<file path="src/rtl/dpx_pkg.sv">
package dpx_pkg;
  localparam int CH_N   = 4;
  localparam int CH_W   = 2;
  localparam int SLOT_W = 3;
  localparam int WIN_AW = 4;
  localparam int WIN_SZ = 1 << WIN_AW;
  localparam int BANKS  = 2;

  // slots (offset mod 8) that carry a channel page rather than a scratch byte
  localparam logic [7:0] MAPPED_SLOTS = 8'b1000_1110;

  typedef struct packed {
    logic            hit;
    logic [CH_W-1:0] ch;
  } slot_map_t;

  // non-linear slot to channel decode
  function automatic slot_map_t map_slot(input logic [SLOT_W-1:0] s);
    slot_map_t m;
    m = '0;
    case (s)
      3'd1: m = '{hit: 1'b1, ch: 2'd2};
      3'd2: m = '{hit: 1'b1, ch: 2'd3};
      3'd3: m = '{hit: 1'b1, ch: 2'd1};
      3'd7: m = '{hit: 1'b1, ch: 2'd0};
      default: m = '0;
    endcase
    return m;
  endfunction
endpackage

</file>
<file path="src/rtl/dpx_page_regs.sv">
module dpx_page_regs
  import dpx_pkg::*;
#(
  parameter int DATA_W = 8,
  localparam int PAGE_W = 2 * DATA_W
) (
  input  logic                         clk,
  input  logic                         rst_n,
  input  logic [WIN_AW-1:0]            win_addr,
  input  logic                         lo_wr,
  input  logic                         hi_wr,
  input  logic [DATA_W-1:0]            win_wdata,
  output logic [DATA_W-1:0]            win_rdata,
  output logic [CH_N-1:0][PAGE_W-1:0]  bank0_pages
);
  slot_map_t           sel;
  logic                bank;
  logic [PAGE_W-1:0]   page_q [BANKS][CH_N];
  logic [WIN_SZ-1:0][DATA_W-1:0] scr;

  assign sel  = map_slot(win_addr[SLOT_W-1:0]);
  assign bank = win_addr[WIN_AW-1];

  always_ff @(posedge clk) begin
    if (!rst_n) begin
      for (int b = 0; b < BANKS; b++)
        for (int c = 0; c < CH_N; c++)
          page_q[b][c] <= '0;
    end else begin
      if (lo_wr && sel.hit) page_q[bank][sel.ch][DATA_W-1:0]      <= win_wdata;
      if (hi_wr && sel.hit) page_q[bank][sel.ch][PAGE_W-1:DATA_W] <= win_wdata;
    end
  end

  // scratch bytes exist only at slots that carry no page
  for (genvar g = 0; g < WIN_SZ; g++) begin : g_scr
    if (MAPPED_SLOTS[g % 8]) begin : g_none
      assign scr[g] = '0;
    end else begin : g_byte
      logic [DATA_W-1:0] q;
      always_ff @(posedge clk) begin
        if (!rst_n) q <= '0;
        else if (lo_wr && (win_addr == WIN_AW'(g))) q <= win_wdata;
      end
      assign scr[g] = q;
    end
  end

  always_comb begin
    if (sel.hit) win_rdata = page_q[bank][sel.ch][DATA_W-1:0];
    else         win_rdata = scr[win_addr];
  end

  for (genvar c = 0; c < CH_N; c++) begin : g_b0
    assign bank0_pages[c] = page_q[0][c];
  end
endmodule

</file>
<file path="src/rtl/dpx_chan_track.sv">
module dpx_chan_track
  import dpx_pkg::*;
(
  input  logic            clk,
  input  logic            rst_n,
  input  logic [CH_N-1:0] dack_n,
  output logic [CH_W-1:0] cur_ch
);
  logic [CH_N-1:0] dack_prev;
  logic [CH_N-1:0] fell;
  logic [CH_W-1:0] pick;

  assign fell = dack_prev & ~dack_n;

  always_comb begin
    pick = '0;
    for (int i = CH_N - 1; i >= 0; i--)
      if (fell[i]) pick = CH_W'(i);
  end

  always_ff @(posedge clk) begin
    if (!rst_n) begin
      dack_prev <= '1;
      cur_ch    <= '0;
    end else begin
      dack_prev <= dack_n;
      if (|fell) cur_ch <= pick;
    end
  end
endmodule

</file>
<file path="src/rtl/dpx_addr_stage.sv">
module dpx_addr_stage
  import dpx_pkg::*;
#(
  parameter int PAGE_W = 16,
  parameter int OFS_W  = 16,
  parameter int ADDR_W = 32,
  parameter int KEEP_W = 31
) (
  input  logic                        clk,
  input  logic                        rst_n,
  input  logic [CH_N-1:0][PAGE_W-1:0] pages,
  input  logic [CH_W-1:0]             cur_ch,
  input  logic                        ofs_valid,
  output logic                        ofs_ready,
  input  logic [OFS_W-1:0]            ofs_data,
  output logic                        addr_valid,
  input  logic                        addr_ready,
  output logic [ADDR_W-1:0]           addr_data
);
  localparam logic [ADDR_W-1:0] KEEP_MASK = (ADDR_W'(1) << KEEP_W) - ADDR_W'(1);
  localparam logic [ADDR_W-1:0] OFS_MASK  = (ADDR_W'(1) << OFS_W) - ADDR_W'(1);

  logic [ADDR_W-1:0] base;
  logic [ADDR_W-1:0] formed;
  logic              take;

  assign base      = (ADDR_W'(pages[cur_ch]) << OFS_W) & KEEP_MASK & ~OFS_MASK;
  assign formed    = base + ADDR_W'(ofs_data);
  assign ofs_ready = !addr_valid || addr_ready;
  assign take      = ofs_valid && ofs_ready;

  always_ff @(posedge clk) begin
    if (!rst_n) begin
      addr_valid <= 1'b0;
      addr_data  <= '0;
    end else begin
      if (take) begin
        addr_valid <= 1'b1;
        addr_data  <= formed;
      end else if (addr_ready) begin
        addr_valid <= 1'b0;
      end
    end
  end
endmodule

</file>
<file path="src/rtl/dma_page_ext.sv">
module dma_page_ext
  import dpx_pkg::*;
#(
  parameter int DATA_W = 8,
  parameter int OFS_W  = 16,
  parameter int ADDR_W = 32,
  parameter int KEEP_W = 31
) (
  input  logic              clk,
  input  logic              rst_n,
  input  logic [WIN_AW-1:0] win_addr,
  input  logic              lo_wr,
  input  logic              hi_wr,
  input  logic [DATA_W-1:0] win_wdata,
  output logic [DATA_W-1:0] win_rdata,
  input  logic [CH_N-1:0]   dack_n,
  input  logic              hold_req,
  output logic              cpu_halt,
  output logic              hold_ack,
  input  logic              ofs_valid,
  output logic              ofs_ready,
  input  logic [OFS_W-1:0]  ofs_data,
  output logic              addr_valid,
  input  logic              addr_ready,
  output logic [ADDR_W-1:0] addr_data
);
  localparam int PAGE_W = 2 * DATA_W;

  logic [CH_N-1:0][PAGE_W-1:0] bank0_pages;
  logic [CH_W-1:0]             cur_ch;
  logic                        hold_q;

  dpx_page_regs #(.DATA_W(DATA_W)) u_regs (
    .clk        (clk),
    .rst_n      (rst_n),
    .win_addr   (win_addr),
    .lo_wr      (lo_wr),
    .hi_wr      (hi_wr),
    .win_wdata  (win_wdata),
    .win_rdata  (win_rdata),
    .bank0_pages(bank0_pages)
  );

  dpx_chan_track u_track (
    .clk   (clk),
    .rst_n (rst_n),
    .dack_n(dack_n),
    .cur_ch(cur_ch)
  );

  dpx_addr_stage #(
    .PAGE_W(PAGE_W),
    .OFS_W (OFS_W),
    .ADDR_W(ADDR_W),
    .KEEP_W(KEEP_W)
  ) u_stage (
    .clk       (clk),
    .rst_n     (rst_n),
    .pages     (bank0_pages),
    .cur_ch    (cur_ch),
    .ofs_valid (ofs_valid),
    .ofs_ready (ofs_ready),
    .ofs_data  (ofs_data),
    .addr_valid(addr_valid),
    .addr_ready(addr_ready),
    .addr_data (addr_data)
  );

  // one flop drives both halt and acknowledge so they never disagree
  always_ff @(posedge clk) begin
    if (!rst_n) hold_q <= 1'b0;
    else        hold_q <= hold_req;
  end

  assign cpu_halt = hold_q;
  assign hold_ack = hold_q;
endmodule

</file>
<file path="config.mk">
export PLATFORM = sky130hd
export DESIGN_NAME = dma_page_ext
export DESIGN_NICKNAME = d
export VERILOG_FILES = /design/src/rtl/dpx_pkg.sv /design/src/rtl/dpx_page_regs.sv /design/src/rtl/dpx_chan_track.sv /design/src/rtl/dpx_addr_stage.sv /design/src/rtl/dma_page_ext.sv
export SDC_FILE = /design/constraint.sdc
export NUM_CORES = 1
export LEC_CHECK = 0
export ABC_AREA = 1
export BUFFER_PORTS_ARGS = -buffer_cell sky130_fd_sc_hd__buf_2
export CORE_MARGIN = 10
export CORE_UTILIZATION = 60
export DETAILED_ROUTE_END_ITERATION = 10
export PLACE_DENSITY = 0.88
export SKIP_LAST_GASP = 1
export SLEW_MARGIN = 5
export SYNTH_ARGS = -nofsm -noshare
export SYNTH_HDL_FRONTEND = slang
export SYNTH_SLANG_ARGS = --single-unit
export TNS_END_PERCENT = 30
</file>
<file path="constraint.sdc">
create_clock -name clk -period 6.1 [get_ports clk]
set_input_delay 0.61 -clock clk [delete_from_list [all_inputs] [get_ports clk]]
set_output_delay 0.61 -clock clk [all_outputs]
set_load 0.03 [all_outputs]
</file>
; ---- Yosys cells after proc, flatten, opt, wreduce, memory -nomap -nowiden
; Memories as Yosys holds them, arrays and structs flattened.
; Index checks and enable logic that the tools add are counted.
[totals]
memories = 1
output_inout_bits = 44
word_cells = 208
ram_bits = 128
input_bits = 39
ff_bits = 104
[classes]
add_sub_neg = 1
magnitude_cmp = 4
eq_ne = 11
n_mux = 93
n_reduce_logical = 18
bitwise = 67
[memory_table]
columns = name, words, width, read_ports, rd_clocked_by_memory_dff, write_ports, line_no
row1 = u_regs.page_q, 2, 64, 2, 0, 2, dpx_page_regs.sv:18  ; logic [PAGE_W-1:0] page_q [BANKS][CH_N];
[ops]
columns = cell, count
row1 = $mux 64, 4
row2 = $mux 1, 72
row3 = $bmux 16 s2, 2
row4 = $demux 16 s2, 2
row5 = $or 1x1->1, 64
row6 = $reduce_or 64->1, 1
row7 = $mux 8, 5
row8 = $add 31x16->32, 1
row9 = $bmux 8 s4, 1
row10 = $eq 4x4->1 const B, 4
row11 = $mux 16, 1
row12 = $mux 15, 1
row13 = $eq 4x3->1 const B, 3
row14 = $logic_and 1x1->1, 12
row15 = $pmux 3 s4, 1
row16 = $mux 2, 4
row17 = $eq 3x2->1 const B, 2
row18 = $lt 4x5->1 const B, 1
row19 = $and 4x4->4, 1
row20 = $logic_not 4->1, 1
row21 = $not 4->4, 1
row22 = $reduce_or 4->1, 1
row23 = $eq 3x1->1 const B, 1
row24 = $eq 3x3->1 const B, 1
row25 = 7 further kinds, 7

; ---- Logic depth before layout (Yosys ltp)
[depth]
word_depth = 11
depth_mapped = 11
mapped_depth_nobuf = 9

; ---- Modules after synthesis
; Synthesis repeated with hierarchy kept, for this count alone.
[unflattened]
cells_unflattened = 1095
area_unflattened_um2 = 8987.4
[modules_own_cells]
columns = mod, instances, seq_area_each_um2, cells_each, area_per_inst_um2
row1 = dpx_page_regs, 1, 4164.0, 793, 6979.2
row2 = dpx_addr_stage, 1, 640.6, 272, 1773.0
row3 = dpx_chan_track, 1, 120.1, 26, 200.2
row4 = dma_page_ext, 1, 20.0, 4, 35.0

; ---- Least setup slack after synthesis
; No wires, ideal clock.
[synth_path]
path_kind = in2out
start = in win_addr[1]
end = out win_rdata[2]
arrival_ns = 1.752
t_required_ns = 5.490
path_buffers = 2
slack_ns = 3.738
stages = 10
cell_sequence = buf_2 nand2_1 inv_1 clkbuf_1 nand2_1 nand2_1 nand2_1 nand2_1 nand2_1 nand3_1
[synth_via]
elab_chain_len = 7
word_cells_on_any_way = 12
cone_classes = 4 x eq/ne / 7 x mux / 1 x bitwise
[synth_lines]
columns = element, line_no
row1 = "start, declared", dma_page_ext.sv:11  ; input logic [WIN_AW-1:0] win_addr,
row2 = "$eq 3x3->1, or another cell as far along", dpx_pkg.sv:21  ; case (s)
row3 = $pmux 3 s4, dpx_pkg.sv:21
row4 = $not 2->3 (implied by the code), dpx_page_regs.sv:50  ; if (sel.hit) win_rdata = page_q[bank][sel.ch][DATA_W-1:0];
row5 = $bmux 16 s2, dpx_page_regs.sv:50
row6 = $mux 8 (implied by the code) (2 in a row), dpx_page_regs.sv:50
row7 = $mux 8 (*), dpx_page_regs.sv:50
row8 = "end, declared", dma_page_ext.sv:15  ; output logic [DATA_W-1:0] win_rdata,
; Every way passes the cells marked *; elsewhere a longest branch is shown, timed or not. The select of a mux whose other input is x is not followed.

; ---- Worst setup path after layout
[layout_path]
start = in win_addr[1]
end = out win_rdata[0]
; The elaborated chain is that of the path after synthesis.

==> summary.md <==
| Metric | Value |
|---|---|
| Net total in the final layout | `1,127` |
| Post-synthesis sequential area ratio | `0.560` |
| Cell internal power dissipation | `2.11 mW` |
| Most common library cell in the layout ignoring fill and taps | `sky130_fd_sc_hd__nand2_1` |
| Average detailed-routed wire length per instance | `between 15 and 20 um` |
| Setup_tns | `0 ns` |
| Slowest cell on crit path | `sky130_fd_sc_hd__nor2_2` |
| Number of standard cells in the layout, taps in and fillers out | `1,282` |
| Number of port buffers | `81` |
| Final setup violation count | `0` |
| Total power per unit cell area | `a little over 300 nW/um2` |
| Worst clock skew | `0.00886 ns` |
| CTS Buf Count | `17` |
| Unique masters post-synth | `29` |
| DR vias | `between 7,000 and 8,000` |
| Synthesized netlist net count | `about 1,100` |
| Last weighted congestion value of the routability-driven placer | `roughly 1.0` |
| Iteration count of the initial detailed-routing pass | `8` |
| Setup repair after global routing missed its margin | `false` |
| IR Drop Worst-Case VDD | `between 150 and 200 uV` |
| Critical Path End Type | `output port` |
| Top cell type by total area after synthesis | `sky130_fd_sc_hd__edfxtp_1` |
| Cells along the critical path | `buf_2 > nor2_2 > nand2_1 > o21ai_0 > inv_1 > nand2_1 > nor2_1 > nand2_1 > buf_2` |
| Critical path class | `input port to output port` |
| Sequential Power Share | `0.505` |
| Switching power share of the total | `0.282` |
| Crit share post-route | `0.519` |
| Grt total ovfl | `0` |
| Horizontal die dimension | `140 um` |
| Origin of the critical flop-to-flop path | `u_track.cur_ch[0]` |
| Number of storage elements in the synthesis netlist | `~200` |
| Clock net sink count | `195` |
| Starting Density | `0.616` |
| Part of the total power dissipated in the clock network | `0.383` |
| Req. time, crit path | `5.49 ns` |
| Worst hold-check path type | `input port to flop` |
| Total Routing Usage GR | `0.233` |
| Vias in the first global route | `7,328` |
| Core ar. | `14,000 um2` |
| Hold Startpoint | `hold_req` |
| Share of the synthesized area in the top cell type | `0.321` |
| Residual DRC | `0` |
| Pin count of the biggest net entering global routing | `69` |
| Final max-slew violation count | `0` |
| Source-to-sink clock delay at the later pin of the worst-skew pair | `about 0.45 ns` |
| Post-CTS setup-driven buffer insertion count | `0` |
| Buffer cell driving the clock tree root | `sky130_fd_sc_hd__clkbuf_16` |
| Cells after Synth | `1,055` |
| Initial antenna violation count | `1` |
| CP peak stage delay | `0.72 ns` |
| Post-DP HPWL | `15,600 um` |
| Worst R2R Path Depth | `5` |
| Total number of placement rows | `43` |
| Run status | `finished clean` |
| Number of top-level pins | `83` |
| Leakage power figure | `4.14 nW` |
| Die boundary height | `140 um` |
| Die ar. | `between 15,000 and 20,000 um2` |
| Via count normalized by instance count | `5.99` |
| Initial detailed-routing violation count | `about 1,200` |
| Number of fill cells in the layout | `1,089` |
| Proportion of power drawn by combinational gates | `0.112` |
| Count of H-tree levels built during CTS | `4` |
| Max Root-Sink Buffers | `2` |
| Clock slew seen by the registers of the worst setup and hold paths | `0.07 ns` |
| Wire length of the first global-routing pass | `37,100 um` |
| Final ANT Viol Nets | `0` |
| Syn-to-layout area delta | `10.9%` |
| Average size of a mapped cell | `8.17 um2` |
| Worst slew slack as a fraction of its limit | `0.263` |
| Instance count along the most critical hold path | `3` |
| Net Switching | `0.826 mW` |
| Min-Delay Endpoint | `cpu_halt` |
| Commonest non-fill, non-tap cells in the layout | `sky130_fd_sc_hd__nand2_1 (219), sky130_fd_sc_hd__nor2_1 (173), sky130_fd_sc_hd__o21ai_0 (126), sky130_fd_sc_hd__dfxtp_1 (103), sky130_fd_sc_hd__edfxtp_1 (92)` |
| Total standard cell area after synthesis | `8620 um2` |
| Arrival @ worst endpoint | `2.56 ns` |
| Measured slew at the worst slew-check pin | `1.09 ns` |
| Biggest area contributors in the synthesized netlist | `sky130_fd_sc_hd__edfxtp_1 (32%), sky130_fd_sc_hd__dfxtp_1 (24%), sky130_fd_sc_hd__nand2_1 (9.5%)` |
| Kind of cell with the highest combined delay on the critical path | `simple AND/OR/NAND/NOR gates` |
| Final Critical Period | `around 3.2 ns` |
| Final wirelength | `23,400 um` |
| Final-report hold violation count | `0` |
| WP buf/inv | `3` |
| Warnings from Yosys | `0` |
| Post_cts resized | `0` |
| Startpoint kind of the worst setup timing path | `input port` |
| CP max FO | `22` |
| Number of cells after detailed placement | `1,249` |
| TritonCTS clock tree | `yes` |
| Post-CTS Hold Fix Bufs | `0` |
| Max-capacitance violation count | `0` |
| Fraction of final layout cells with drive strength greater than 1 | `0.116` |
| Worst R2R Setup Slack | `3.54 ns` |
| Crit Reg-Reg Endpoint | `u_stage.addr_data[29]` |
| Cell type with the highest occurrence count on the critical path | `sky130_fd_sc_hd__nand2_1` |
| Highest Clock Rate | `about 320 MHz` |
through the flow:
stage	setup WS [ns]	total power [mW]	area, um2	hold slack (ns)	util
finish	2.93	2.94	9560	0.349	0.683
global route	2.69	3.02	9560	0.363	0.683
CTS	2.98	2.92	9560	0.346	0.683
detailed placement	2.72	1.83	8960	0.442	0.641
global placement	2.83	1.82	8960	0.439	0.641
floorplan	3.74	1.72	8620	0.425	-
state kept, by name (all words and copies together) (netlist names):
signal	flops
u_track.dack_prev	4
cpu_halt	1
u_stage.addr_data	31
u_regs.g_scr.g_byte.q	64
u_regs.page_q	92
u_track.cur_ch	2
u_stage.addr_valid	1
worst reg2reg max path, delay by kind of cell, from the launching register on:
family                 cells  cell delay [ns]
flip-flops                 1             1.01
AO/OA/AOI/OAI              3             0.67
buffers and inverters      2             0.76
power by group through the flow:
stage          Sequential (mW)  Combinational (mW)  Clock, mW
6_report                  1.48               0.329       1.12
5_1_grt                   1.49               0.362       1.17
4_1_cts                   1.48               0.324       1.12
3_5_place_dp              1.51               0.322          0
3_3_place_gp              1.51               0.316          0
2_1_floorplan             1.53               0.195          0
how the worst max path moves through the flow:
stage / start / end / slack [ns] / cells after the start
after floorplan: win_addr[1] / win_rdata[2] / 3.74 / 10
after global placement: rst_n / u_regs.page_q[0][51] / 2.83 / 4
after detailed placement: rst_n / u_regs.page_q[0][51] / 2.72 / 4
after CTS: win_addr[1] / win_rdata[0] / 2.98 / 9
after global routing: win_addr[1] / win_rdata[0] / 2.69 / 9
final: win_addr[1] / win_rdata[0] / 2.93 / 9
layer usage:
layer / vias to the layer above / global-route usage / part of all wire
met5: - / 0 / 0
met4: 0 / 0.134 / 0.058
met3: 127 / 0.0609 / 0.11
met2: 492 / 0.363 / 0.45
met1: 3482 / 0.287 / 0.38
li1: 3572 / - / -
area by class of cell:
type | count | area [um2] | share of cell area
Antenna cell | 1 | 2.50 | 0.000262
Clock buffer | 17 | 425 | 0.0445
Clock inverter | 15 | 165 | 0.0173
Inverter | 75 | 282 | 0.0295
Multi-Input combinational cell | 716 | 3210 | 0.336
Sequential cell | 195 | 4820 | 0.505
Tap cell | 180 | 225 | 0.0236
Timing Repair Buffer | 83 | 420 | 0.0440
cell families after synthesis:
family                 count (synthesis)  share of synthesized area
AO/OA/AOI/OAI                        230                      0.140
buffers and inverters                144                     0.0671
flip-flops                           195                      0.560
other                                  1                   0.000435
AND/OR/NAND/NOR                      485                      0.232
cells in the mapped netlist:
cell type	n
sky130_fd_sc_hd__nor3_4	2
sky130_fd_sc_hd__o22ai_1	9
sky130_fd_sc_hd__a31oi_1	3
sky130_fd_sc_hd__dfxtp_1	103
sky130_fd_sc_hd__o21ai_0	126
sky130_fd_sc_hd__buf_2	12
sky130_fd_sc_hd__nor3_2	3
sky130_fd_sc_hd__nand4_1	8
sky130_fd_sc_hd__nor3_1	17
sky130_fd_sc_hd__a21boi_1	1
sky130_fd_sc_hd__inv_1	72
sky130_fd_sc_hd__nand3_1	56
sky130_fd_sc_hd__buf_1	5
sky130_fd_sc_hd__clkinv_1	1
sky130_fd_sc_hd__nor2_1	173
sky130_fd_sc_hd__buf_4	6
sky130_fd_sc_hd__nor2_4	1
sky130_fd_sc_hd__nand2_2	2
sky130_fd_sc_hd__or2_2	1
sky130_fd_sc_hd__nand3b_1	1
sky130_fd_sc_hd__clkbuf_1	46
sky130_fd_sc_hd__edfxtp_1	92
sky130_fd_sc_hd__o211ai_1	15
sky130_fd_sc_hd__inv_2	2
sky130_fd_sc_hd__nand2_1	219
sky130_fd_sc_hd__nor2_2	2
sky130_fd_sc_hd__a21oi_1	75
sky130_fd_sc_hd__a311oi_1	1
sky130_fd_sc_hd__conb_1	1
(Power assumes the default switching activity.)
